--- config.mk ---
export PLATFORM = sky130hd
export DESIGN_NAME = remap_abort_decoder
export DESIGN_NICKNAME = d
export VERILOG_FILES = /design/src/rtl/rad_pkg.sv /design/src/rtl/rad_remap_latch.sv /design/src/rtl/rad_map_decode.sv /design/src/rtl/rad_abort_gen.sv /design/src/rtl/remap_abort_decoder.sv
export SDC_FILE = /design/constraint.sdc
export NUM_CORES = 1
export LEC_CHECK = 0
export BUFFER_PORTS_ARGS = -buffer_cell sky130_fd_sc_hd__buf_2
export CAP_MARGIN = 20
export CORE_MARGIN = 2
export CORE_UTILIZATION = 30
export CTS_BUF_LIST = sky130_fd_sc_hd__clkbuf_4 sky130_fd_sc_hd__clkbuf_8
export CTS_CLUSTER_SIZE = 14
export DETAILED_ROUTE_END_ITERATION = 6
export GPL_ROUTABILITY_DRIVEN = 0
export PLACE_DENSITY = 0.88
export SETUP_SLACK_MARGIN = 0.02
export SYNTH_ARGS = -nofsm -noshare
export SYNTH_HDL_FRONTEND = slang
export SYNTH_SLANG_ARGS = --single-unit
--- constraint.sdc ---
create_clock -name clk -period 2.2 [get_ports clk]
set_clock_uncertainty 0.2 [all_clocks]
set_input_delay 0.22 -clock clk [delete_from_list [all_inputs] [get_ports clk]]
set_output_delay 0.22 -clock clk [all_outputs]
set_load 0.01 [all_outputs]
--- src/rtl/rad_pkg.sv ---
// Shared types for the remap/abort decoder.
package rad_pkg;
    // Region classes an address can fall in.
    typedef enum logic [1:0] {
        RGN_MEM    = 2'd0,
        RGN_PERIPH = 2'd1,
        RGN_EXT    = 2'd2
    } rgn_e;
endpackage

--- src/rtl/rad_remap_latch.sv ---
// One-way remap state: set by a control write with data one,
// cleared only by synchronous active-low reset.
// Assumes the control port is already qualified as addressing this register.
module rad_remap_latch (
    input  logic clk,
    input  logic rst_n,
    input  logic wr_i,
    input  logic wdata_i,
    output logic remap_o
);
    logic remap_q;

    // Latch the remap request; zero writes leave the state alone.
    always_ff @(posedge clk) begin
        if (!rst_n)
            remap_q <= 1'b0;
        else if (wr_i && wdata_i)
            remap_q <= 1'b1;
    end

    assign remap_o = remap_q;
endmodule

--- src/rtl/rad_map_decode.sv ---
// Address map decode: classifies an address into memory, peripheral or
// external region and resolves the owning chip select.
// Assumes every chip-select bank lies inside [EXT_LO, PERIPH_BASE).
module rad_map_decode
    import rad_pkg::*;
#(
    parameter int                ADDR_W      = 32,
    parameter int                NUM_CS      = 8,
    parameter int                BANK_LOG2   = 20,
    parameter logic [ADDR_W-1:0] CS_BASE     = 32'h0040_0000,
    parameter logic [ADDR_W-1:0] EXT_LO      = 32'h0040_0000,
    parameter logic [ADDR_W-1:0] PERIPH_BASE = 32'hFFC0_0000,
    localparam int               CS_W        = $clog2(NUM_CS)
) (
    input  logic [ADDR_W-1:0] addr_i,
    input  logic              remap_i,
    output rgn_e              rgn_o,
    output logic              hit_o,
    output logic [CS_W-1:0]   idx_o
);
    localparam int BLK_W    = ADDR_W - BANK_LOG2;
    localparam int BASE_BLK = int'(CS_BASE >> BANK_LOG2);

    logic [BLK_W-1:0]  blk;
    logic [NUM_CS-1:0] bank_hit;
    logic              in_periph;
    logic              in_ext;
    logic              boot_alias;
    logic              any_hit;
    logic [CS_W-1:0]   enc_idx;

    assign blk = addr_i[ADDR_W-1:BANK_LOG2];

    // One comparator per bank; banks above 0 are gated until remap.
    for (genvar i = 0; i < NUM_CS; i++) begin : g_bank
        if (i == 0) begin : g_boot_bank
            assign bank_hit[i] = (blk == BLK_W'(BASE_BLK));
        end else begin : g_late_bank
            assign bank_hit[i] = (blk == BLK_W'(BASE_BLK + i)) && remap_i;
        end
    end

    // Encode the (at most one) matching bank into an index.
    always_comb begin
        any_hit = 1'b0;
        enc_idx = '0;
        for (int i = 0; i < NUM_CS; i++) begin
            if (bank_hit[i]) begin
                any_hit = 1'b1;
                enc_idx = CS_W'(i);
            end
        end
    end

    assign in_periph  = (addr_i >= PERIPH_BASE);
    assign in_ext     = !in_periph && (addr_i >= EXT_LO);
    assign boot_alias = !remap_i && (blk == '0);

    // Region selection, with the boot alias steering the lowest bank outward.
    always_comb begin
        rgn_o = RGN_MEM;
        hit_o = 1'b0;
        idx_o = '0;
        if (in_periph) begin
            rgn_o = RGN_PERIPH;
        end else if (in_ext) begin
            rgn_o = RGN_EXT;
            hit_o = any_hit;
            idx_o = any_hit ? enc_idx : '0;
        end else if (boot_alias) begin
            rgn_o = RGN_EXT;
            hit_o = 1'b1;
        end
    end
endmodule

--- src/rtl/rad_abort_gen.sv ---
// Abort generation: flags a strobed access to an external address that no
// chip select owns, split by fetch versus load/store. Purely combinational,
// so the pulse covers exactly the strobed cycle.
module rad_abort_gen
    import rad_pkg::*;
(
    input  logic req_i,
    input  logic fetch_i,
    input  rgn_e rgn_i,
    input  logic hit_i,
    output logic dabt_o,
    output logic pabt_o
);
    logic undefined_ext;

    // Only external space can be undefined; internal space never aborts.
    assign undefined_ext = req_i && (rgn_i == RGN_EXT) && !hit_i;

    // Route the abort by access kind.
    assign dabt_o = undefined_ext && !fetch_i;
    assign pabt_o = undefined_ext && fetch_i;
endmodule

--- src/rtl/remap_abort_decoder.sv ---
// Top: boot remap state, region/chip-select decode and abort pulses.
// Outputs are combinational from the bus inputs and the remap state and are
// valid only in cycles where bus_req is high.
module remap_abort_decoder
    import rad_pkg::*;
#(
    parameter int                ADDR_W      = 32,
    parameter int                NUM_CS      = 8,
    parameter int                BANK_LOG2   = 20,
    parameter logic [ADDR_W-1:0] CS_BASE     = 32'h0040_0000,
    parameter logic [ADDR_W-1:0] EXT_LO      = 32'h0040_0000,
    parameter logic [ADDR_W-1:0] PERIPH_BASE = 32'hFFC0_0000,
    parameter int                REG_W       = 32,
    localparam int               CS_W        = $clog2(NUM_CS)
) (
    input  logic              clk,
    input  logic              rst_n,
    input  logic              bus_req,
    input  logic              bus_fetch,
    input  logic [ADDR_W-1:0] bus_addr,
    input  logic              ctl_wr,
    input  logic              ctl_wdata,
    output logic [REG_W-1:0]  ctl_rdata,
    output logic              sel_mem,
    output logic              sel_periph,
    output logic              sel_ext,
    output logic              cs_hit,
    output logic [CS_W-1:0]   cs_idx,
    output logic              data_abort,
    output logic              prefetch_abort
);
    logic            remap;
    rgn_e            rgn;
    logic            hit;
    logic [CS_W-1:0] idx;

    rad_remap_latch u_latch (
        .clk     (clk),
        .rst_n   (rst_n),
        .wr_i    (ctl_wr),
        .wdata_i (ctl_wdata),
        .remap_o (remap)
    );

    rad_map_decode #(
        .ADDR_W      (ADDR_W),
        .NUM_CS      (NUM_CS),
        .BANK_LOG2   (BANK_LOG2),
        .CS_BASE     (CS_BASE),
        .EXT_LO      (EXT_LO),
        .PERIPH_BASE (PERIPH_BASE)
    ) u_decode (
        .addr_i  (bus_addr),
        .remap_i (remap),
        .rgn_o   (rgn),
        .hit_o   (hit),
        .idx_o   (idx)
    );

    rad_abort_gen u_abort (
        .req_i   (bus_req),
        .fetch_i (bus_fetch),
        .rgn_i   (rgn),
        .hit_i   (hit),
        .dabt_o  (data_abort),
        .pabt_o  (prefetch_abort)
    );

    // Qualify decode results with the access strobe.
    assign sel_mem    = bus_req && (rgn == RGN_MEM);
    assign sel_periph = bus_req && (rgn == RGN_PERIPH);
    assign sel_ext    = bus_req && (rgn == RGN_EXT);
    assign cs_hit     = bus_req && hit;
    assign cs_idx     = bus_req ? idx : '0;

    // Register read value: remap state in bit 0.
    assign ctl_rdata  = REG_W'(remap);
endmodule

* Word-level counts from Yosys, hierarchy flattened
Index checks and enable logic that the tools add are counted.
Storage, ports and cells: input port bits 38, register bits 1, output and inout bits 41, logic and storage cells 61
Cells by class: magnitude comparators 2, muxes and demuxes 25, equality and inequality tests 10, reductions and logical operators 23
Operators with widths (number):
- $eq 12x3->1 const B | 4
- $eq 12x4->1 const B | 4
- $ge 32x23->1 const B | 1
- $ge 32x32->1 const B | 1
- $mux 3 | 8
- $logic_and 1x1->1 | 17
- $logic_not 12->1 | 1
- $mux 1 | 12
- $mux 2 | 5
- $logic_not 1->1 | 4
- $eq 2x1->1 const B | 1
- $eq 2x2->1 const B | 1
- $logic_not 2->1 | 1

* Logic depth before layout (Yosys ltp)
word-level depth 14, gate-level depth with buffers 3, gate-level depth less buffers 3

* Cells and area by module
A second synthesis with hierarchy kept.
Unflattened totals: cells, all modules 66, area total of the unflattened synthesis 480.5 um^2
By module, submodules not included:
- remap_abort_decoder | area each 304.0 um^2, cells an instance 40, times used 1, seq. area each 0.0 um^2
- rad_map_decode | area each 122.6 um^2, cells an instance 19, times used 1, seq. area each 0.0 um^2
- rad_remap_latch | area each 31.3 um^2, cells an instance 3, times used 1, seq. area each 20.0 um^2
- rad_abort_gen | area each 22.5 um^2, cells an instance 4, times used 1, seq. area each 0.0 um^2

* Least setup slack after synthesis
OpenSTA, ideal clock, no wires.
path type flip-flop to output port, start point register u_latch.remap_q, in the netlist u_latch.remap_o, end point output cs_hit, path buffers 0, arrival time 1.031 ns, stages on the path, launching flop included 4, required time 1.780 ns, slack 0.749 ns, path through dfxtp_1 or3_1 o2bb2ai_1 and3_1
On the way: cells in the longest elaborated chain, start to end 11, elaborated cells on any way between the ends 20, classes of those cells 10 x mux; 10 x reduce/logical
RTL lines:
- from (decl) | line rad_remap_latch.sv:11 | logic remap_q;
- from (signal assigned) | line rad_remap_latch.sv:16 | remap_q <= 1'b0;
- from (signal assigned) | line rad_remap_latch.sv:18 | remap_q <= 1'b1;
- $logic_and 1x1->1 | line rad_map_decode.sv:39 | assign bank_hit[i] = (blk == BLK_W'(BASE_BLK + i)) && remap_i;
- $mux 1 (7 in series) | line rad_map_decode.sv:48 | if (bank_hit[i]) begin
- $mux 1 * | line rad_map_decode.sv:66 | end else if (in_ext) begin
- $mux 1 * | line rad_map_decode.sv:64 | if (in_periph) begin
- $logic_and 1x1->1 * | line remap_abort_decoder.sv:73 | assign cs_hit = bus_req && hit;
- to (decl) | line remap_abort_decoder.sv:27 | output logic cs_hit,
Every way passes the cells marked *; elsewhere a longest branch is shown, timed or not.

* Final worst setup path
start point input bus_addr[30], end point output cs_idx[2]
On the way: cells in the longest elaborated chain, start to end 13, elaborated cells on any way between the ends 35, classes of those cells 2 x order compare; 8 x eq/ne; 16 x mux; 9 x reduce/logical
RTL lines:
- from (decl) | line remap_abort_decoder.sv:20 | input logic [ADDR_W-1:0] bus_addr,
- $eq 12x3->1 (on tied branches) | line rad_map_decode.sv:37, rad_map_decode.sv:39
- $mux 1 or $logic_and 1x1->1 (tied branches) | line rad_map_decode.sv:48, rad_map_decode.sv:39
- $mux 1 (7 in series) | line rad_map_decode.sv:48
- $mux 3 | line rad_map_decode.sv:69 | idx_o = any_hit ? enc_idx : '0;
- $mux 3 | line rad_map_decode.sv:66
- $mux 3 * | line rad_map_decode.sv:64
- $mux 3 * | line remap_abort_decoder.sv:74 | assign cs_idx = bus_req ? idx : '0;
- to (decl) | line remap_abort_decoder.sv:28 | output logic [CS_W-1:0] cs_idx,
Marked as above.

==> flow_metrics.tcl <==
set metrics [dict create \
    die_h_um 43.44 \
    rsz0062_at_grt "no" \
    die_x_um 43.44 \
    ys_ff_latch 1 \
    wl_met2_um 390 \
    fin_crit_ns 1.697 \
    rr_worst_depth 2 \
    postCtsSetupBuffers 0 \
    synth_top_flop_cell "dfxtp_1" \
    dp_cells 105 \
    via_count 426 \
    hold_buffers 0 \
    slew_violations 0 \
    start_util 0.3134 \
    dp_slack_ns 0.4810 \
    yosysTopAreaCellShare 0.5147 \
    yosys-top-cells-count "buf_4, nand4_1, nor2_1" \
    crit_family "simple AND/OR/NAND/NOR gates" \
    postLayoutSetupSlackWorst_ns 0.5032 \
    grt_pass1_wl_um 1373 \
    async_flop_share 0 \
    gr-usage-all-layers 0.08944 \
    nets 129 \
    wirelength_um 899 \
    post_drt_wl_per_cell_um 8.562 \
    synth_most_common_cell "buf_4" \
    grt_start_max_net_pins 7 \
    drt-pass1-iter-count 2 \
    run_status "completed" \
    n_antenna_cell 0 \
    power.leakage_nw 0.2878 \
    startpoint_type "input port" \
    largest_reg_flops 1 \
    hold_path.class "in -> reg" \
    finalSetupViolCount 0 \
    yosys.area.top_type "buf_4" \
    crit_required_ns 1.78 \
    cts_resized 0 \
    cpMaxStageDelayCell "nor4_2" \
    max_clock_freq_mhz 589.3 \
    met3_length_um 151 \
    synth_seq_area_share 0.04290 \
    hold_viol 0 \
    cp-end-kind "output port" \
    drive_gt1_frac 0.3596 \
    whs_ns 0.2529 \
    ys_warn_count 0 \
    worstSetupPathType "in -> out" \
    hpwl_um 844.7 \
    drt_iter0_markers 4 \
    routed_via_density 4.057 \
    synth_edf_count 0 \
    finalSetupTns_ns 0 \
    nFillCells 164 \
    min_to "u_latch.remap_o" \
    min_path_cells 2 \
    ir_worst_vdd_v 0.0001398 \
    min_from "rst_n" \
    highest_layer "met3" \
    clk_latency_ns 0 \
    io_pins 79 \
    grt_pass1_vias 342 \
    antenna_found_initial 0 \
    fp.dieArea_um2 1887 \
    crit_fanout 3 \
    netlist_area_um2 466.7 \
    rr_startpoint "u_latch.remap_o" \
    synthCells 64 \
    max_stage_delay_ns 0.35 \
    area_growth_pct 5.898 \
    path_cells "buf_2, nor4_2, nand4_1, nor3b_2, buf_2" \
    postRouteAntennaNets 0 \
    clkTransAtPathRegs_ns 0 \
    cp.arrival_ns 1.28 \
    coreArea_um2 1489 \
    synthTopCellsByArea "buf_4, nand4_1, nor4_2" \
    maxCapViolCount 0 \
    fin_cells 105 \
    drc 0 \
    reg2reg_to "u_latch.remap_o" \
    cp.buffers_inverters 2 \
    portBuffers 27 \
    grt.overflow.total 0 \
    rows 14 \
    synth_area_per_cell_um2 7.292 \
    path_common_cell "buf_2" \
    wl_met1_um 357 \
    synth_cell_types 21 \
    worst-r2r-setup-slack_ns 1.32 \
    p_per_area_nw_per_um2 188.4 \
    fin_crit_sh 0.7713 \
]
-- per-stage QoR --
step / area (µm²) / total power, mW / util
6_report: 494.2 / 0.09313 / 0.3319
5_1_grt: 494.2 / 0.1023 / 0.3319
4_1_cts: 494.2 / 0.09238 / 0.3319
3_5_place_dp: 494.2 / 0.09216 / 0.3319
3_3_place_gp: 494.2 / 0.08991 / 0.3319
2_1_floorplan: 579.3 / 0.1059 / -
-- where the power goes --
group | internal, mW | leakage (nW) | total [mW] | switching [mW]
Sequential | 0.0198 | 0.00829 | 0.0217 | 0.00188
Clock | 0 | 0 | 0 | 0
Combinational | 0.0227 | 0.280 | 0.0715 | 0.0488
Total | 0.0425 | 0.288 | 0.0931 | 0.0507
-- cell type report --
| type | instances | area [µm²] | area share |
|---|---|---|---|
| Multi-Input combinational cell | 59 | 311.5 | 0.6304 |
| Inverter | 2 | 7.507 | 0.01519 |
| Tap cell | 16 | 20.02 | 0.04051 |
| Timing Repair Buffer | 27 | 135.1 | 0.2734 |
| Sequential cell | 1 | 20.02 | 0.04051 |
-- metal layers --
layer	track usage	vias up
met5	0	-
met4	0	0
met3	0.01250	0
met2	0.1522	43
met1	0.1278	174
li1	-	209
-- worst max-delay path by stage --
stage | startpoint | endpoint | slack, ns | cells after the start
final | bus_addr[30] | cs_idx[2] | 0.50 | 5
after global routing | bus_addr[30] | cs_idx[2] | 0.35 | 5
after floorplan | u_latch.remap_o | cs_hit | 0.75 | 3
after CTS | bus_addr[30] | cs_idx[2] | 0.47 | 5
after detailed placement | bus_addr[30] | cs_idx[2] | 0.48 | 5
after global placement | bus_addr[30] | cs_idx[2] | 0.55 | 5
-- cells in the final DEF, fill, tap and decap left out, types with 2 or more instances in the layout --
cell type / synthesis / layout
nor4_2: 2 / 2
nand4_1: 4 / 4
nand2_1: 3 / 3
inv_1: 2 / 2
nor2b_1: 2 / 2
a311oi_1: 2 / 2
nor2_1: 4 / 4
conb_1: 1 / 31
buf_2: 0 / 27
-- cells by family after synthesis --
logic type	share of synthesized area
buffers and inverters	0.5308
AND/OR/NAND/NOR	0.2735
AO/OA/AOI/OAI	0.1260
XOR/XNOR	0.01877
flip-flops	0.04290
other	0.008035
(Power assumes the default switching activity.)
